## src/rtl/hdlc_rx_pkg.sv

```systemverilog
package hdlc_rx_pkg;
    localparam int REG_W = 16;
    localparam int ST_PEND = 15;
    localparam int ST_EN = 7;
    localparam int ST_ABRT = 6;
    localparam int ST_BAD = 5;
    localparam int ST_IDLE = 4;
    localparam logic [15:0] CRC_PRESET = 16'hFFFF;
    localparam logic [15:0] CRC_POLY = 16'h8408;
    localparam logic [15:0] CRC_GOOD = 16'hF0B8;

    typedef struct packed {
        logic [2:0] ones;
        logic       dv;
        logic       db;
        logic       fl;
        logic       ab;
    } dfr_state_t;

    function automatic logic [15:0] crc16_step(input logic [15:0] c, input logic [7:0] b);
        logic [15:0] r;
        r = c;
        for (int i = 0; i < 8; i++) begin
            if (r[0] ^ b[i]) r = (r >> 1) ^ CRC_POLY;
            else             r = r >> 1;
        end
        return r;
    endfunction
endpackage

```

## src/rtl/hdlc_rx_deframer.sv

```systemverilog
module hdlc_rx_deframer
    import hdlc_rx_pkg::*;
(
    input  logic clk_i,
    input  logic rst_ni,
    input  logic bit_vld_i,
    input  logic bit_i,
    output logic data_vld_o,
    output logic data_bit_o,
    output logic flag_o,
    output logic abort_o
);
    dfr_state_t q, d;

    always_comb begin
        d    = q;
        d.dv = 1'b0;
        d.fl = 1'b0;
        d.ab = 1'b0;
        d.db = bit_i;
        if (bit_vld_i) begin
            if (bit_i) begin
                if (q.ones != 3'd7) d.ones = q.ones + 3'd1;
                if (q.ones <= 3'd5) d.dv = 1'b1;
                if (q.ones == 3'd6) d.ab = 1'b1;
            end else begin
                d.ones = 3'd0;
                case (q.ones)
                    3'd5:    d.dv = 1'b0;  // stuffed zero dropped
                    3'd6:    d.fl = 1'b1;
                    3'd7:    d.dv = 1'b0;  // end of abort run
                    default: d.dv = 1'b1;
                endcase
            end
        end
    end

    always_ff @(posedge clk_i or negedge rst_ni) begin
        if (!rst_ni) q <= '0;
        else         q <= d;
    end

    assign data_vld_o = q.dv;
    assign data_bit_o = q.db;
    assign flag_o     = q.fl;
    assign abort_o    = q.ab;

    // a flag pulse never carries a data bit or an abort
    a_r1_flag_alone: assert property (@(posedge clk_i) disable iff (!rst_ni)
        q.fl |-> (!q.dv && !q.ab));
    // an abort is only reported after a received 1
    a_r6_abort_after_one: assert property (@(posedge clk_i) disable iff (!rst_ni)
        q.ab |-> $past(bit_vld_i && bit_i));
endmodule

```

## src/rtl/hdlc_rx_crc16.sv

```systemverilog
module hdlc_rx_crc16
    import hdlc_rx_pkg::*;
(
    input  logic       clk_i,
    input  logic       rst_ni,
    input  logic       clr_i,
    input  logic       byte_vld_i,
    input  logic [7:0] byte_i,
    output logic       good_o
);
    logic [15:0] crc_q, crc_d;

    always_comb begin
        crc_d = crc_q;
        if (clr_i)           crc_d = CRC_PRESET;
        else if (byte_vld_i) crc_d = crc16_step(crc_q, byte_i);
    end

    always_ff @(posedge clk_i or negedge rst_ni) begin
        if (!rst_ni) crc_q <= CRC_PRESET;
        else         crc_q <= crc_d;
    end

    assign good_o = (crc_q == CRC_GOOD);

    // the register restarts from the preset after a flag
    a_r9_preset_after_clear: assert property (@(posedge clk_i) disable iff (!rst_ni)
        clr_i |=> (crc_q == CRC_PRESET));
endmodule

```

## src/rtl/hdlc_rx_split_buffer.sv

```systemverilog
module hdlc_rx_split_buffer
    import hdlc_rx_pkg::*;
#(
    parameter int BUF_DEPTH = 8,
    localparam int PTR_W = $clog2(BUF_DEPTH),
    localparam int ADDR_W = PTR_W + 1
) (
    input  logic              clk_i,
    input  logic              rst_ni,
    input  logic              bit_vld_i,
    input  logic              bit_i,
    input  logic              rd_en_i,
    input  logic [ADDR_W-1:0] rd_addr_i,
    output logic [REG_W-1:0]  rd_data_o,
    input  logic              ctl_wr_i,
    input  logic              ctl_irq_en_i,
    output logic              irq_o
);
    localparam int HALF = BUF_DEPTH / 2;
    localparam int HALF_W = $clog2(HALF);
    localparam int CNT_W = HALF_W + 1;
    localparam logic [CNT_W-1:0] HALF_CNT = CNT_W'(HALF);
    localparam logic [ADDR_W-1:0] STAT_ADDR = ADDR_W'(BUF_DEPTH);

    typedef struct packed {
        logic                      in_frame;
        logic [7:0]                sr;
        logic [2:0]                bitcnt;
        logic [PTR_W-1:0]          wp;
        logic [PTR_W-1:0]          last;
        logic [PTR_W-1:0]          ptr;
        logic [CNT_W-1:0]          nbytes;
        logic                      pend;
        logic                      en;
        logic                      idle;
        logic                      bad;
        logic                      abrt;
        logic [BUF_DEPTH-1:0][7:0] mem;
    } st_t;

    st_t q, d;
    logic dfr_dv, dfr_db, dfr_fl, dfr_ab;
    logic crc_good, byte_done, half_evt, eom_evt, abt_evt, any_evt, rd_hit, crc_clr;
    logic [7:0] byte_val;

    hdlc_rx_deframer u_dfr (
        .clk_i(clk_i), .rst_ni(rst_ni), .bit_vld_i(bit_vld_i), .bit_i(bit_i),
        .data_vld_o(dfr_dv), .data_bit_o(dfr_db), .flag_o(dfr_fl), .abort_o(dfr_ab)
    );

    hdlc_rx_crc16 u_crc (
        .clk_i(clk_i), .rst_ni(rst_ni), .clr_i(crc_clr),
        .byte_vld_i(byte_done), .byte_i(byte_val), .good_o(crc_good)
    );

    always_comb begin
        d         = q;
        byte_val  = {dfr_db, q.sr[7:1]};
        byte_done = q.in_frame && dfr_dv && (q.bitcnt == 3'd7);
        half_evt  = byte_done && (&q.wp[HALF_W-1:0]);
        eom_evt   = dfr_fl && q.in_frame && (q.nbytes == HALF_CNT) && (q.bitcnt == 3'd7);
        abt_evt   = dfr_ab && q.in_frame && (q.nbytes == HALF_CNT);
        any_evt   = half_evt || eom_evt || abt_evt;
        rd_hit    = rd_en_i && (rd_addr_i == STAT_ADDR);
        crc_clr   = dfr_fl;

        if (q.in_frame && dfr_dv) begin
            d.sr     = byte_val;
            d.bitcnt = q.bitcnt + 3'd1;
        end
        if (byte_done) begin
            d.mem[q.wp] = byte_val;
            d.wp        = q.wp + PTR_W'(1);
            d.last      = q.wp;
            if (q.nbytes != HALF_CNT) d.nbytes = q.nbytes + CNT_W'(1);
        end
        if (dfr_fl) begin
            d.in_frame = 1'b1;
            d.bitcnt   = 3'd0;
            d.wp       = '0;
            d.nbytes   = '0;
        end
        if (dfr_ab) d.in_frame = 1'b0;

        if (rd_hit)   d.pend = 1'b0;
        if (ctl_wr_i) d.en = ctl_irq_en_i;

        if (half_evt) begin
            d.pend = 1'b1; d.idle = 1'b0; d.bad = 1'b0; d.abrt = 1'b0; d.ptr = q.wp;
        end
        if (eom_evt) begin
            d.pend = 1'b1; d.idle = 1'b1; d.bad = !crc_good; d.abrt = 1'b0; d.ptr = q.last;
        end
        if (abt_evt) begin
            d.pend = 1'b1; d.idle = 1'b0; d.bad = 1'b0; d.abrt = 1'b1; d.ptr = q.last;
        end
    end

    always_ff @(posedge clk_i or negedge rst_ni) begin
        if (!rst_ni) q <= '0;
        else         q <= d;
    end

    always_comb begin
        rd_data_o = '0;
        if (rd_addr_i == STAT_ADDR) begin
            rd_data_o[ST_PEND]     = q.pend;
            rd_data_o[ST_EN]       = q.en;
            rd_data_o[ST_ABRT]     = q.abrt;
            rd_data_o[ST_BAD]      = q.bad;
            rd_data_o[ST_IDLE]     = q.idle;
            rd_data_o[PTR_W-1:0]   = q.ptr;
        end else if (rd_addr_i < STAT_ADDR) begin
            rd_data_o[7:0] = q.mem[rd_addr_i[PTR_W-1:0]];
        end
    end

    assign irq_o = q.pend && q.en;

    a_r3_half_ptr: assert property (@(posedge clk_i) disable iff (!rst_ni)
        half_evt |=> (q.pend && !q.idle && (&q.ptr[HALF_W-1:0])));
    a_r4_eom_idle: assert property (@(posedge clk_i) disable iff (!rst_ni)
        eom_evt |=> (q.pend && q.idle && !q.abrt));
    a_r6_abort_flag: assert property (@(posedge clk_i) disable iff (!rst_ni)
        abt_evt |=> (q.pend && q.abrt && !q.idle));
    a_r7_short_quiet: assert property (@(posedge clk_i) disable iff (!rst_ni)
        ((dfr_fl || dfr_ab) && (q.nbytes != HALF_CNT) && !rd_hit && !ctl_wr_i) |=> $stable(irq_o));
    a_r8_read_clears: assert property (@(posedge clk_i) disable iff (!rst_ni)
        (rd_hit && !any_evt) |=> !irq_o);
endmodule

```

## config.mk

```make
export PLATFORM = sky130hd
export DESIGN_NAME = hdlc_rx_split_buffer
export DESIGN_NICKNAME = d
export VERILOG_FILES = /design/src/rtl/hdlc_rx_pkg.sv /design/src/rtl/hdlc_rx_deframer.sv /design/src/rtl/hdlc_rx_crc16.sv /design/src/rtl/hdlc_rx_split_buffer.sv
export SDC_FILE = /design/constraint.sdc
export NUM_CORES = 1
export LEC_CHECK = 0
export CAP_MARGIN = 20
export CORE_MARGIN = 2
export CORE_UTILIZATION = 55
export CTS_CLUSTER_SIZE = 16
export DETAILED_ROUTE_END_ITERATION = 6
export PLACE_DENSITY = 0.8
export SLEW_MARGIN = 40
export SYNTH_ARGS = -nofsm -noshare
export SYNTH_HDL_FRONTEND = slang
export SYNTH_SLANG_ARGS = --single-unit
export TNS_END_PERCENT = 20
```

## constraint.sdc

```tcl
create_clock -name clk_i -period 5.35 [get_ports clk_i]
set_clock_uncertainty 0.15 [all_clocks]
set_input_delay 0.535 -clock clk_i [delete_from_list [all_inputs] [get_ports clk_i]]
set_output_delay 0.535 -clock clk_i [all_outputs]
set_load 0.05 [all_outputs]
```

==> impl_results.md, run 1 <==
- Outcome: complete, no violations
- Post-synth EDFFs: 0
- DR WL/cell: 20.1 µm
- H-Tree Depth: 4
- Final instance area: 6600 µm²
- Clock Pin Slew Worst Setup and Hold Paths: 60 ps
- Clock Power Share: 0.359
- Gates resized, CTS repair: 0
- Leak: 0.00312 µW
- Overall fraction of global-route tracks in use: 0.238
- Vias per cell: 5.93
- Cells along the critical path: clkdlybuf4s50_1, buf_4, mux2_2, o22ai_1, o31ai_1, clkdlybuf4s50_1
- Total gr overflow: 0
- Max VDD drop: 0.000247 V
- Number of port buffers: 20
- Die X: 106 µm
- Initial DRC Count: ~240
- Top cell by count, worst path: clkdlybuf4s50_1
- Die Area: 11300 µm²
- Worst path bufs/invs: 3
- Vias in the first global route: a little under 4000
- Synth-to-Final Area Change: 15.0%
- Avg Cell Area, Syn: 13.0 µm²
- DRT Pass-1 Iters: 4
- Comb pwr share: 0.252
- Final Setup Violations: 0
- Filler cell count: around 700
- Critical path data arrival time: 3210 ps
- Routed via count: around 3600
- Final core occ: 0.645
- Largest net degree at the start of global routing: 67
- Final HPWL DP: between 7000 and 8000 µm
- Final Hold Vio Count: 0
- Crit Path Category: primary input to output pin
- Seq/Total Area, Yosys: 0.505
- Max Cap Viol: 0
- Worst Setup End Kind: output pin
- Boundary Pins: 28
- Pwr Density: around 480 nW/µm²
- Post-route ant nets: 0
- Ranking of synthesized cells by area: dfrtp_1 43%, mux2_2 16%, dfstp_2 7.3%
- Initial antenna violation count: 0
- Inserted Diodes: 0
- Top FF cell, synth: dfrtp_1
- Fraction of layout cells with a size suffix above 1: 0.348
- Post-Syn Instances: 442
- Synth Register Bits: 115
- Worst-Skew Late Latency: ~520 ps
- Site Rows: 37
- Power share of the sequential group: 0.389
- Crit path required time: 4660 ps
- CP peak stage delay: 890 ps
- Post-DP Area: 5990 µm²
- Register area: 2900 µm²
- Drt drc: 0
- RSZ-0062 raised after global routing: no
- Final Total Pwr: ~3200 µW
- Final TNS setup: 0 ps
- Critical path startpoint category: primary input
- Root Buffer: clkbuf_8
- Initial Utilization: 0.561
- Final Critical Period: approximately 3900 ps
- Cts bufs inserted: 17
- YS warnings: 0
- Post-synthesis cell area: 5740 µm²
- Switching pwr: 947 µW
- Routed wire length: 12200 µm
- Relative slew slack: 0.492
- CTS tree: done
- First-pass GRT wire length: 20300 µm
- CP Max Fanout: 13
- Achievable Freq: between 200 and 300 MHz
- Commonest cells in the synthesized netlist: 99 x dfrtp_1, 83 x mux2_2, 36 x nand2_1
- CP delay by family, top: buffers and inverters
- Final net count: 478
- Core area: just over 10000 µm²
- Final Cycle Share: 0.729
- Clk buf depth: 2
- Switch share: 0.297
- Cell type with the largest total area after synthesis: dfrtp_1
- Hold Path Class: flip-flop to flip-flop
- Multi-input gate area: 2670 µm²
- Count of cell types in the netlist: 50
- Die outline height: 106 µm
- Slew Viols, Final: 0
- Final GP Congestion: 0.896
- Clock sink count: 115
- CP max stage cell: clkdlybuf4s50_1
- Slew @ Worst Pin: 758 ps
- Most common cell in the netlist: dfrtp_1
- Post-synth ARST share: 1.00
- Internal power: 2240 µW
- Synth top area share: 0.432
## registers in the layout, summed over array words and instances, names as in the netlist
name and flops:
q 85, u_crc.crc_q 16, byte_val 7, u_dfr.q 3, u_dfr.abort_o 1, u_dfr.data_bit_o 1
u_dfr.data_vld_o 1, u_dfr.flag_o 1
## cell usage in the layout, fill, tap and decap left out, types with 3 or more instances in the layout
cell type,instances
a21oi_1,14
and2_1,3
mux2_4,8
inv_1,8
and4b_1,4
mux4_2,9
xnor3_1,8
conb_1,7
mux2_2,83
nor2_1,14
o22ai_1,8
nand3_1,5
o21ai_0,9
clkinvlp_4,5
xor2_1,5
o211ai_1,10
dfrtp_1,99
or3_1,4
nand2_1,36
nor2_2,3
clkbuf_8,3
nand2b_1,4
buf_4,3
xnor2_1,10
ha_1,9
clkbuf_16,16
dfstp_2,16
o31ai_1,7
o31a_1,3
clkdlybuf4s50_1,18
bufinv_16,3
xnor2_2,3
## power groups by stage
| stage | logic, µW | registers, µW | clock network, µW |
|---|---|---|---|
| final | 804 | 1240 | 1140 |
| after global routing | 875 | 1260 | 1200 |
| after CTS | 809 | 1240 | 1150 |
| after detailed placement | 796 | 1240 | 0 |
| after global placement | 763 | 1230 | 0 |
| after floorplan | 718 | 1130 | 0 |
## timing repair
action | CTS | global route
hold buffers | 1 | 0
buffers inserted | 0 | 0
endpoints found under the hold margin | 53 | 0
## worst min-delay path, cell delays in order (launching register included)
cell and delay [ps]:
dfrtp_1 340, nand2_1 50, nand2_1 60
## kinds of logic after synthesis
kind of cell / synth area share
other: 0.000654
adder cells (fa/ha/maj): 0.0196
flip-flops: 0.505
XOR/XNOR: 0.0670
buffers and inverters: 0.0345
AND/OR/NAND/NOR: 0.0844
multiplexers: 0.223
AO/OA/AOI/OAI: 0.0659
## per-stage QoR
step                      setup WS, ps  hold WS [ps]  cells
after floorplan                   2230          89.4    448
after global placement            1300           305    574
after detailed placement          1420           318    574
after CTS                         1390           332    607
after global routing              1350           369    607
final                             1450           328    607
## metal layers
metal | vias up | track usage | wire length, µm
met2 | 106 | 0.374 | 6000
met4 | 0 | 0.120 | 358
met3 | 25 | 0.0601 | 553
met1 | 1855 | 0.309 | 5260
met5 | - | 0 | 0
li1 | 1613 | - | -
## path summary, 6_finish.rpt
path,from,to,slack [ps],cells after the start
setup / recovery,rd_addr_i[1],rd_data_o[2],1450,6
hold / removal,q[76],q[76],330,2
setup reg to reg,q[81],q[5],2540,5
hold reg to reg,q[76],q[76],330,2
max in group asynchronous,rst_ni,byte_val[2],3570,3
min in group asynchronous,rst_ni,q[37],420,2
## area by class of cell
cell class	count	area share
timing repair buffer	24	0.0347
sequential	115	0.439
inverter	8	0.00455
clock inverter	12	0.0235
clock buffer	20	0.0675
multi-input combinational	292	0.405
tap	136	0.0258
(Power assumes the default switching activity.)
==> run 2: changes to the inputs <==
==> constraint.sdc (replaced) <==
create_clock -name clk_i -period 4.1 [get_ports clk_i]
set_clock_uncertainty 0.15 [all_clocks]
set_input_delay 0.41 -clock clk_i [delete_from_list [all_inputs] [get_ports clk_i]]
set_output_delay 0.41 -clock clk_i [all_outputs]
set_load 0.05 [all_outputs]
==> run 2 against run 1 <==
Net effect:
- worst setup slack lost 640 ps
- critical endpoint is now rd_data_o[3]
- highest routed layer unchanged
- critical path type unchanged
- clock-buffer cell count is the same
- first-iteration DRC count shrank 4.7%
==> impl_results.md, run 2 (synthesis gave the netlist of run 1 again) <==
- Vias per cell: 5.96 (was 5.93)
- RSZ-0062 raised after global routing: no (unchanged)
- Crit path required time: 3540 ps (was 4660 ps)
- Worst reg2reg path depth: 5 (unchanged)
- Initial Utilization: 0.561 (unchanged)
- Final Cycle Share: 0.801
- Clk buf depth: 2 (unchanged)
- Gates resized, CTS repair: 0 (unchanged)
- Total gr overflow: 0 (unchanged)
- First-pass GRT wire length: 20400 µm (was 20300 µm)
- Power share of the sequential group: 0.389 (about the same)
- Final Worst Setup Slack: 816 ps (was 1450 ps)
- Site Rows: 37 (unchanged)
- Comb pwr share: 0.253 (was 0.252)
- Fraction of layout cells with a size suffix above 1: 0.362 (was 0.348)
- Clock Pin Slew Worst Setup and Hold Paths: 60 ps (about the same)
- Worst Setup End Kind: output pin (unchanged)
- Achievable Freq: 305 MHz
- Pwr Density: 629 nW/µm² (was 483 nW/µm²)
- CTS tree: done (unchanged)
- Hold Path Class: primary input to asynchronous set/reset pin (was flip-flop to flip-flop)
- Drt drc: 0 (unchanged)
- Critical path startpoint category: primary input (unchanged)
- Number of port buffers: 20 (unchanged)
- Setup repair bufs after CTS: 0 (unchanged)
- Root Buffer: clkbuf_8 (unchanged)
- Commonest non-fill, non-tap cells in the layout: 99 x dfrtp_1, 83 x mux2_2, 36 x nand2_1 (unchanged)
- DR WL/cell: 20.4 µm (was 20.1 µm)
- Core area: 10200 µm² (unchanged)
- Initial DRC Count: 224 (was 235)
- Final Critical Period: roughly 3300 ps
- Post-route ant nets: 0 (unchanged)
- Relative slew slack: 0.435 (was 0.492)
- Die outline height: 106 µm (unchanged)
- Boundary Pins: 28 (unchanged)
- Vias in the first global route: 3836 (was 3856)
- Routed via count: 3625 (was 3599)
- Outcome: complete, no violations (unchanged)
- DRT Pass-1 Iters: 4 (unchanged)
- Worst-Skew Late Latency: 510 ps (was 520 ps)
- CP Max Fanout: 13 (unchanged)
- Final HPWL DP: 8040 µm (was 7820 µm)
- Initial antenna violation count: 0 (unchanged)
- Internal power: 2960 µW (was 2240 µW)
- Final TNS setup: 0 ps (unchanged)
- Inserted Diodes: 0 (unchanged)
- Die Area: 11300 µm² (unchanged)
- Clock sink count: 115 (unchanged)
- Leading cell type in the layout, fill and taps excluded: dfrtp_1 (unchanged)
- Final Hold Vio Count: 0 (unchanged)
- Leak: 0.00316 µW (was 0.00312 µW)
- Critical path data arrival time: 2720 ps (was 3210 ps)
- Switch share: 0.286 (was 0.297)
- Final Setup Violations: 0 (unchanged)
- Overall fraction of global-route tracks in use: 0.241 (was 0.238)
- Die X: 106 µm (unchanged)
- Cts bufs inserted: 17 (unchanged)
- Largest net degree at the start of global routing: 69 (was 67)
- Max Cap Viol: 0 (unchanged)
- Max VDD drop: 0.000304 V (was 0.000247 V)
- Final net count: 480 (was 478)
- Pre-CTS setup slack: 887 ps (was 1420 ps)
- Synth-to-Final Area Change: 15.0% (about the same)
- Switching pwr: 1190 µW (was 947 µW)
- H-Tree Depth: 4 (unchanged)
- Final GP Congestion: 0.802 (was 0.896)
- Max reg flops: 85 (unchanged)
- Routed wire length: 12400 µm (was 12200 µm)
- Slew @ Worst Pin: 843 ps (was 758 ps)
- # hold bufs at CTS: 1 (unchanged)
- Slew Viols, Final: 0 (unchanged)
- Crit Path Category: primary input to output pin (unchanged)
- Final core occ: 0.645 (about the same)
- Clock Power Share: 0.358 (was 0.359)
- Top reg by flops: q (unchanged)
==> run 2: per-stage QoR <==
stage / cell area [µm²] / std cells / hold slack [ps] / power (µW)
6_report: 6600 / 608 / 303 / 4150
5_1_grt: 6600 / 608 / 348 / 4330
4_1_cts: 6580 / 608 / 343 / 4170
3_5_place_dp: 5980 / 576 / 329 / 2660
3_3_place_gp: 5980 / 576 / 306 / 2590
2_1_floorplan: 5760 / 448 / -35.6 / 2410
==> run 2: layout make-up <==
type	count	area (µm²)
multi-input cells	292	2670
clock inverters	11	160
flip-flops and latches	115	2900
fillers	717	3640
clock buffers	20	435
inverters	8	30.0
repair buffers	26	229
well taps	136	170
==> run 2: power groups by stage <==
stage                     clock network (µW)  logic [µW]  registers (µW)
after floorplan                            0         937            1480
after global placement                     0         993            1600
after detailed placement                   0        1040            1610
after CTS                               1500        1060            1610
after global routing                    1550        1140            1640
final                                   1490        1050            1610
==> run 2: worst paths after layout <==
path,start,endpoint,slack (ps)
min,rst_ni,q[28],300
min in group clk_i,q[75],q[75],340
max,rd_addr_i[1],rd_data_o[3],820
min reg2reg,q[75],q[75],340
max in group asynchronous,rst_ni,u_crc.crc_q[3],2680
max reg2reg,q[81],q[7],1420
==> run 2: layer usage <==
layer	up-vias	part of all wire	track usage
met4	0	0.031	0.103
met1	1876	0.42	0.303
met5	-	0	0
li1	1614	-	-
met3	33	0.045	0.0674
met2	102	0.50	0.394
==> run 2: critical path, stage by stage <==
cell and delay (ps):
clkdlybuf4s50_1 950, mux4_2 350, mux2i_1 70, nor2_1 100, clkdlybuf4s50_1 830
